$ cat src/rtl/irq_ctl8_pkg.sv
`timescale 1ns/1ps
package irq_ctl8_pkg;

    localparam int NSRC       = 8;
    localparam int NEXT       = 4;
    localparam int SRC_W      = $clog2(NSRC);
    localparam int VEC_W      = 8;
    localparam int VEC_STRIDE = 8;
    localparam int VEC_OFS    = 3;

    // source indices in polling order (0 = polled first)
    localparam int SRC_X0  = 0;
    localparam int SRC_T0  = 1;
    localparam int SRC_X1  = 2;
    localparam int SRC_T1  = 3;
    localparam int SRC_SER = 4;
    localparam int SRC_T2  = 5;
    localparam int SRC_X2  = 6;
    localparam int SRC_X3  = 7;

    typedef enum logic [1:0] {
        SEL_ENA  = 2'd0,
        SEL_PRI  = 2'd1,
        SEL_XCTL = 2'd2,
        SEL_NONE = 2'd3
    } cfg_sel_e;

    typedef struct packed {
        logic gen;
        logic rsvd;
        logic et2;
        logic es;
        logic et1;
        logic ex1;
        logic et0;
        logic ex0;
    } ien_t;

    typedef struct packed {
        logic [1:0] rsvd;
        logic pt2;
        logic ps;
        logic pt1;
        logic px1;
        logic pt0;
        logic px0;
    } ipri_t;

    // extended register without its two flag bits (those live with the edge logic)
    typedef struct packed {
        logic px3;
        logic ex3;
        logic it3;
        logic px2;
        logic ex2;
        logic it2;
    } xcfg_t;

    typedef struct packed {
        logic             valid;
        logic [SRC_W-1:0] idx;
    } pick_t;

    localparam logic [7:0] ENA_MASK = 8'hBF;
    localparam logic [7:0] PRI_MASK = 8'h3F;

    // lowest set index wins
    function automatic pick_t first_set(input logic [NSRC-1:0] v);
        pick_t p;
        p.valid = 1'b0;
        p.idx   = '0;
        for (int i = NSRC - 1; i >= 0; i--) begin
            if (v[i]) begin
                p.valid = 1'b1;
                p.idx   = SRC_W'(i);
            end
        end
        return p;
    endfunction

    function automatic logic [VEC_W-1:0] vec_of(input logic [SRC_W-1:0] idx);
        return VEC_W'(int'(idx) * VEC_STRIDE + VEC_OFS);
    endfunction

    // external input k -> source index
    function automatic int ext_src(input int k);
        case (k)
            0:       return SRC_X0;
            1:       return SRC_X1;
            2:       return SRC_X2;
            default: return SRC_X3;
        endcase
    endfunction

endpackage

$ cat src/rtl/irq_ctl8_regs.sv
`timescale 1ns/1ps
module irq_ctl8_regs
    import irq_ctl8_pkg::*;
(
    input  logic       clk,
    input  logic       rst,
    input  logic       we,
    input  logic [1:0] sel,
    input  logic [7:0] wdata,
    output ien_t       ien_q,
    output ipri_t      ipri_q,
    output xcfg_t      xcfg_q
);

    always_ff @(posedge clk) begin
        if (rst) begin
            ien_q  <= '0;
            ipri_q <= '0;
            xcfg_q <= '0;
        end else if (we) begin
            case (cfg_sel_e'(sel))
                SEL_ENA:  ien_q  <= ien_t'(wdata & ENA_MASK);
                SEL_PRI:  ipri_q <= ipri_t'(wdata & PRI_MASK);
                SEL_XCTL: xcfg_q <= '{px3: wdata[7], ex3: wdata[6], it3: wdata[4],
                                      px2: wdata[3], ex2: wdata[2], it2: wdata[0]};
                default:  ;
            endcase
        end
    end

endmodule

$ cat src/rtl/irq_ctl8_edge.sv
`timescale 1ns/1ps
module irq_ctl8_edge
    import irq_ctl8_pkg::*;
#(
    parameter int N = NEXT
) (
    input  logic         clk,
    input  logic         rst,
    input  logic [N-1:0] pin_n,
    input  logic [N-1:0] edge_mode,
    input  logic [N-1:0] ack_clr,
    input  logic [N-1:0] sw_we,
    input  logic [N-1:0] sw_val,
    output logic [N-1:0] req,
    output logic [N-1:0] flag
);

    for (genvar k = 0; k < N; k++) begin : g_pin
        logic smp_q;
        logic prev_q;
        logic flag_q;
        logic fall;

        assign fall = prev_q & ~smp_q;

        always_ff @(posedge clk) begin
            if (rst) begin
                smp_q  <= 1'b1;
                prev_q <= 1'b1;
                flag_q <= 1'b0;
            end else begin
                smp_q  <= pin_n[k];
                prev_q <= smp_q;
                if (!edge_mode[k])
                    flag_q <= 1'b0;
                else if (fall)
                    flag_q <= 1'b1;
                else if (ack_clr[k])
                    flag_q <= 1'b0;
                else if (sw_we[k])
                    flag_q <= sw_val[k];
            end
        end

        assign req[k]  = edge_mode[k] ? flag_q : ~smp_q;
        assign flag[k] = flag_q;

        // a sampled 1-then-0 in edge mode latches the flag
        assert_edge_latch_R7: assert property (@(posedge clk) disable iff (rst)
            (edge_mode[k] && prev_q && !smp_q) |=> flag_q);

        // level mode never holds a flag
        assert_level_noflag_R8: assert property (@(posedge clk) disable iff (rst)
            !edge_mode[k] |=> !flag_q);
    end

endmodule

$ cat src/rtl/irq_ctl8_arb.sv
`timescale 1ns/1ps
module irq_ctl8_arb
    import irq_ctl8_pkg::*;
(
    input  logic             clk,
    input  logic             rst,
    input  logic [NSRC-1:0]  pend,
    input  logic [NSRC-1:0]  pri,
    input  logic             ack,
    input  logic             ret,
    output logic             irq_req,
    output logic             irq_hi,
    output logic [VEC_W-1:0] irq_vec,
    output logic [SRC_W-1:0] win_idx,
    output logic             fire,
    output logic             svc_hi,
    output logic             svc_lo
);

    pick_t pick_h;
    pick_t pick_l;
    logic  hi_d;
    logic  lo_d;

    assign pick_h = first_set(pend & pri);
    assign pick_l = first_set(pend & ~pri);

    always_comb begin
        irq_req = 1'b0;
        irq_hi  = 1'b0;
        win_idx = '0;
        if (!svc_hi) begin
            if (pick_h.valid) begin
                irq_req = 1'b1;
                irq_hi  = 1'b1;
                win_idx = pick_h.idx;
            end else if (!svc_lo && pick_l.valid) begin
                irq_req = 1'b1;
                win_idx = pick_l.idx;
            end
        end
    end

    assign irq_vec = irq_req ? vec_of(win_idx) : '0;
    assign fire    = ack & irq_req;

    always_comb begin
        hi_d = svc_hi;
        lo_d = svc_lo;
        if (ret) begin
            if (svc_hi) hi_d = 1'b0;
            else        lo_d = 1'b0;
        end
        if (fire) begin
            if (irq_hi) hi_d = 1'b1;
            else        lo_d = 1'b1;
        end
    end

    always_ff @(posedge clk) begin
        if (rst) begin
            svc_hi <= 1'b0;
            svc_lo <= 1'b0;
        end else begin
            svc_hi <= hi_d;
            svc_lo <= lo_d;
        end
    end

    assert_hi_blocks_R5: assert property (@(posedge clk) disable iff (rst)
        svc_hi |-> !irq_req);

    assert_lo_only_hi_R5: assert property (@(posedge clk) disable iff (rst)
        (svc_lo && irq_req) |-> irq_hi);

    assert_vec_form_R2: assert property (@(posedge clk) disable iff (rst)
        irq_req |-> (irq_vec[2:0] == 3'(VEC_OFS) && irq_vec < VEC_W'(NSRC * VEC_STRIDE)));

    assert_ack_hi_R6: assert property (@(posedge clk) disable iff (rst)
        (fire && irq_hi) |=> svc_hi);

    assert_ack_lo_R6: assert property (@(posedge clk) disable iff (rst)
        (fire && !irq_hi) |=> svc_lo);

    assert_ret_top_R6: assert property (@(posedge clk) disable iff (rst)
        (ret && svc_hi && !fire) |=> !svc_hi);

endmodule

$ cat src/rtl/irq_ctl8.sv
`timescale 1ns/1ps
module irq_ctl8
    import irq_ctl8_pkg::*;
(
    input  logic       clk,
    input  logic       rst,
    input  logic       cfg_we,
    input  logic [1:0] cfg_sel,
    input  logic [7:0] cfg_wdata,
    output logic [7:0] ien_q,
    output logic [7:0] ipri_q,
    output logic [7:0] xctl_q,
    input  logic [3:0] ext_pin_n,
    input  logic [1:0] ext01_type,
    output logic [1:0] ext01_flag,
    input  logic [2:0] tmr_ovf,
    input  logic       ser_flag,
    output logic [1:0] tmr_clr,
    input  logic       irq_ack,
    input  logic       irq_ret,
    output logic       irq_req,
    output logic [7:0] irq_vec,
    output logic       irq_hi,
    output logic       svc_hi,
    output logic       svc_lo
);

    ien_t             ien;
    ipri_t            ipri;
    xcfg_t            xcfg;
    logic [NEXT-1:0]  ext_mode;
    logic [NEXT-1:0]  ext_req;
    logic [NEXT-1:0]  ext_flag;
    logic [NEXT-1:0]  ext_clr;
    logic [NEXT-1:0]  sw_we;
    logic [NEXT-1:0]  sw_val;
    logic [NSRC-1:0]  raw;
    logic [NSRC-1:0]  src_en;
    logic [NSRC-1:0]  src_pri;
    logic [NSRC-1:0]  pend;
    logic [SRC_W-1:0] win_idx;
    logic             fire;
    logic             xctl_wr;

    irq_ctl8_regs i_regs (
        .clk    (clk),
        .rst    (rst),
        .we     (cfg_we),
        .sel    (cfg_sel),
        .wdata  (cfg_wdata),
        .ien_q  (ien),
        .ipri_q (ipri),
        .xcfg_q (xcfg)
    );

    assign xctl_wr  = cfg_we && (cfg_sel_e'(cfg_sel) == SEL_XCTL);
    assign ext_mode = {xcfg.it3, xcfg.it2, ext01_type};
    assign sw_we    = {xctl_wr, xctl_wr, 2'b00};
    assign sw_val   = {cfg_wdata[5], cfg_wdata[1], 2'b00};

    for (genvar k = 0; k < NEXT; k++) begin : g_clr
        assign ext_clr[k] = fire && (win_idx == SRC_W'(ext_src(k)));
    end

    irq_ctl8_edge #(.N(NEXT)) i_edge (
        .clk       (clk),
        .rst       (rst),
        .pin_n     (ext_pin_n),
        .edge_mode (ext_mode),
        .ack_clr   (ext_clr),
        .sw_we     (sw_we),
        .sw_val    (sw_val),
        .req       (ext_req),
        .flag      (ext_flag)
    );

    assign raw     = {ext_req[3], ext_req[2], tmr_ovf[2], ser_flag,
                      tmr_ovf[1], ext_req[1], tmr_ovf[0], ext_req[0]};
    assign src_en  = {xcfg.ex3, xcfg.ex2, ien.et2, ien.es, ien.et1, ien.ex1, ien.et0, ien.ex0};
    assign src_pri = {xcfg.px3, xcfg.px2, ipri.pt2, ipri.ps, ipri.pt1, ipri.px1, ipri.pt0, ipri.px0};
    assign pend    = raw & src_en & {NSRC{ien.gen}};

    irq_ctl8_arb i_arb (
        .clk     (clk),
        .rst     (rst),
        .pend    (pend),
        .pri     (src_pri),
        .ack     (irq_ack),
        .ret     (irq_ret),
        .irq_req (irq_req),
        .irq_hi  (irq_hi),
        .irq_vec (irq_vec),
        .win_idx (win_idx),
        .fire    (fire),
        .svc_hi  (svc_hi),
        .svc_lo  (svc_lo)
    );

    assign tmr_clr    = {fire && (win_idx == SRC_W'(SRC_T1)), fire && (win_idx == SRC_W'(SRC_T0))};
    assign ext01_flag = ext_flag[1:0];
    assign ien_q      = ien;
    assign ipri_q     = ipri;
    assign xctl_q     = {xcfg.px3, xcfg.ex3, ext_flag[3], xcfg.it3,
                         xcfg.px2, xcfg.ex2, ext_flag[2], xcfg.it2};

    // global enable clear masks everything
    assert_global_mask_R3: assert property (@(posedge clk) disable iff (rst)
        !ien_q[7] |-> !irq_req);

    // timer flag clears only come with an acknowledge
    assert_tclr_on_ack_R9: assert property (@(posedge clk) disable iff (rst)
        (tmr_clr != 2'b00) |-> irq_ack);

endmodule

$ cat config.mk
export PLATFORM = sky130hd
export DESIGN_NAME = irq_ctl8
export DESIGN_NICKNAME = d
export VERILOG_FILES = /design/src/rtl/irq_ctl8_pkg.sv /design/src/rtl/irq_ctl8_regs.sv /design/src/rtl/irq_ctl8_edge.sv /design/src/rtl/irq_ctl8_arb.sv /design/src/rtl/irq_ctl8.sv
export SDC_FILE = /design/constraint.sdc
export NUM_CORES = 1
export LEC_CHECK = 0
export ABC_CLOCK_PERIOD_IN_PS = 2100
export BUFFER_PORTS_ARGS = -buffer_cell sky130_fd_sc_hd__buf_2
export CAP_MARGIN = 20
export CELL_PAD_IN_SITES_DETAIL_PLACEMENT = 0
export CELL_PAD_IN_SITES_GLOBAL_PLACEMENT = 2
export CORE_AREA = 10 10 97 99
export CTS_CLUSTER_SIZE = 16
export DETAILED_ROUTE_END_ITERATION = 10
export DIE_AREA = 0 0 107 109
export PLACE_DENSITY = 0.78
export SLEW_MARGIN = 15
export SYNTH_ARGS = -nofsm -noshare
export SYNTH_HDL_FRONTEND = slang
export SYNTH_SLANG_ARGS = --single-unit
$ cat constraint.sdc
create_clock -name clk -period 2.1 [get_ports clk]
set_clock_uncertainty 0.05 [all_clocks]
set_input_delay 0.21 -clock clk [delete_from_list [all_inputs] [get_ports clk]]
set_output_delay 0.21 -clock clk [all_outputs]
set_load 0.03 [all_outputs]
==> results.cfg <==
[worst_setup_path]
timing.rr.end = i_edge.g_pin[3].flag_q$_SDFFE_PP0P_
timing.rr.start = i_regs.xcfg_q[0]$_SDFFE_PP0P_
critPathCaptureType = output pin
critPathCapture = tmr_clr[0]
rrSetupSlack_ps = -420
startpoint_type = flop
setup.worst_path.start = i_regs.xcfg_q[0]$_SDFFE_PP0P_
cp.arrival_ps = 2540
r2r_cells = 8
cp_max_fo = 3
worstPathRequired_ps = 1840
critical_path_class = flop to output pin

[yosys]
synth-seq-cells = 33
async_flop_share_pct = 0
yosysWarnings = 0
ys.flop_type = dfxtp_1
synth_cell_types = 51
postSynthCellCount = 203
syn_avg_cell_area_sq_um = 8.97
synth_edf_count = 0
synth_area_sq_um = 1820
ys_seq_area_share_pct = 36.3

[place]
place_congestion = 0.739
placed_area_sq_um = 2660
io_buffer_count = 58
place_hpwl_microns = 5060
dp_worst_setup_slack_ps = -515

[timing]
timing_hold_violations_final = 0
setup_tns_ps = -5640
period_share_pct = 133
rsz0062_at_grt = yes
finalSetupViolCount = 13
slew_viol_final = 0
period_minus_slack_ps = 2800
slew_headroom_pct = 62.3
layout_setup_ws_ps = -699
fmax_mhz = 357
tightest_slew_ps = 564
hold_slack_ps = 42.6

[status]
violations = negative setup slack
outcome = complete, but fails checks

[power_and_ir_drop]
power.density_nw_per_um2 = 470
p_leak_nw = 1.47
ir_drop_v = 0.000252

[clock_tree]
cts_buffer_depth = 2
cts_tree = yes
clk_pin_slew_ps = 80
cts_hold_buffers = 0
cts_root_buf = clkbuf_8
cts.sinks = 33
insertion_delay_ps = 300
h-tree-depth = 2
numCtsBuffers = 5

[final_layout]
ff_latch_area_sq_um = 671
final_area_sq_um = 3030
final_util_pct = 40.2
syn_to_final_growth_pct = 66.4
layout.nets = 350
final_common_cell = buf_4
multiInputGateArea_sq_um = 1190
mostFrequentLayoutCells = buf_4 (67), buf_2 (49), dfxtp_1 (27), nor2_1 (26), mux2i_1 (21)
drive_above_1_share_pct = 56.7
num-fill-cells = 784
num_antenna_cells = 0

[routing]
drc = 0
wl_microns = 6260
dr_total_vias = 1870
drt_pass1_iterations = 4
routedWlPerCell_microns = 14.6
vias_per_cell = 4.37
ant_nets = 0
drt_iter0_markers = 72

[die]
dieWidth_microns = 107
die_area_sq_um = 11700
chipHeight_microns = 109
coreArea_sq_um = 7530
io-pin-count = 65
num_rows = 32
initial_core_util_pct = 24.2

[grt]
grt_pass1_wl_microns = 10100
grt_max_degree = 24
antenna_found_initial = 0
grt_overflow = 0
grt_pass1_vias = 2023
grt_usage_pct = 10.9

[run]
maxCapViolations = 0

[hold_path]
hold_path.class = primary input to flop
[Yosys cell counts, types with 3 or more instances]
master / n / area share (%)
nand4_1: 4 / 1.4
a21oi_1: 5 / 1.4
clkbuf_1: 4 / 0.82
inv_1: 6 / 1.2
or2_2: 9 / 3.1
nand3b_1: 5 / 2.1
and4_1: 3 / 1.4
a211oi_1: 3 / 1.2
o21ai_0: 3 / 0.82
nand3_1: 3 / 0.82
nand2_1: 12 / 2.5
nor2b_1: 7 / 2.4
dfxtp_1: 33 / 36
buf_4: 13 / 5.4
nor3b_1: 3 / 1.2
mux2i_1: 21 / 12
nor2_1: 27 / 5.6
[report_power, final]
part	internal, W	switching, W
Combinational	0.0000955	0.000126
Sequential	0.000647	0.0000160
Clock	0.000296	0.000245
[critical path: stages (launching register included)]
cell and delay, ps:
dfxtp_2 340, nor2b_4 130, or4b_4 550, nor3b_4 180, o31a_1 130, or4_4 430, and3_4 210, nor3b_4 150
buf_6 130
[registers in the layout (all words and copies together), names as in the netlist]
name and flops:
i_regs.ipri_q 6, i_regs.xcfg_q 6, i_regs.ien_q 7, i_arb.svc_lo 1
i_edge.g_pin.smp_q 4, i_edge.g_pin.prev_q 4, i_edge.g_pin.flag_q 4, i_arb.svc_hi 1
[worst min-delay path by stage]
stage,endpoint,cells after the start,startpoint
2_1_floorplan,i_edge.g_pin[3].flag_q$_SDFFE_PP0P_,1,rst
3_3_place_gp,i_edge.g_pin[2].smp_q$_SDFF_PP1_,2,ext_pin_n[2]
3_5_place_dp,i_edge.g_pin[3].smp_q$_SDFF_PP1_,2,ext_pin_n[3]
4_1_cts,i_edge.g_pin[0].smp_q$_SDFF_PP1_,2,ext_pin_n[0]
5_1_grt,i_edge.g_pin[3].smp_q$_SDFF_PP1_,2,ext_pin_n[3]
6_report,i_edge.g_pin[0].smp_q$_SDFF_PP1_,2,ext_pin_n[0]
[per-layer routing]
layer | up-vias | global-route usage (%) | part of all wire [%]
met5 | - | 0 | 0
met2 | 40 | 19.5 | 52
met4 | 0 | 2.61 | 0.96
met1 | 881 | 12.6 | 43
met3 | 6 | 2.89 | 3.8
li1 | 943 | - | -
[final cells by class]
type / instances / share of cell area, %
tap: 102 / 4.21
inverter: 7 / 1.07
multi-input combinational: 149 / 39.4
clock inverter: 1 / 0.165
sequential: 33 / 22.1
timing repair buffer: 129 / 29.8
clock buffer: 7 / 3.18
[stage by stage]
stage | instances | power [W]
after CTS | 425 | 0.00142
after global routing | 428 | 0.00148
after detailed placement | 411 | 0.000885
after floorplan | 208 | 0.000795
final | 428 | 0.00143
after global placement | 411 | 0.000882
[kinds of logic after synthesis]
| family | Yosys count | synth area share (%) |
|---|---|---|
| and+or+nand+nor | 93 | 31.5 |
| buffers and inverters | 26 | 8.11 |
| AOI/OAI and AO/OA | 29 | 12.4 |
| other | 1 | 0.206 |
| muxes | 21 | 11.5 |
| DFF | 33 | 36.3 |
[repair_timing]
action	CTS	global route
pin swaps	11	11
buffers inserted	6	6
gates cloned	0	0
gates resized for setup	31	13
setup endpoints to repair	13	13
No activity file was read; power rests on OpenSTA's default activity.
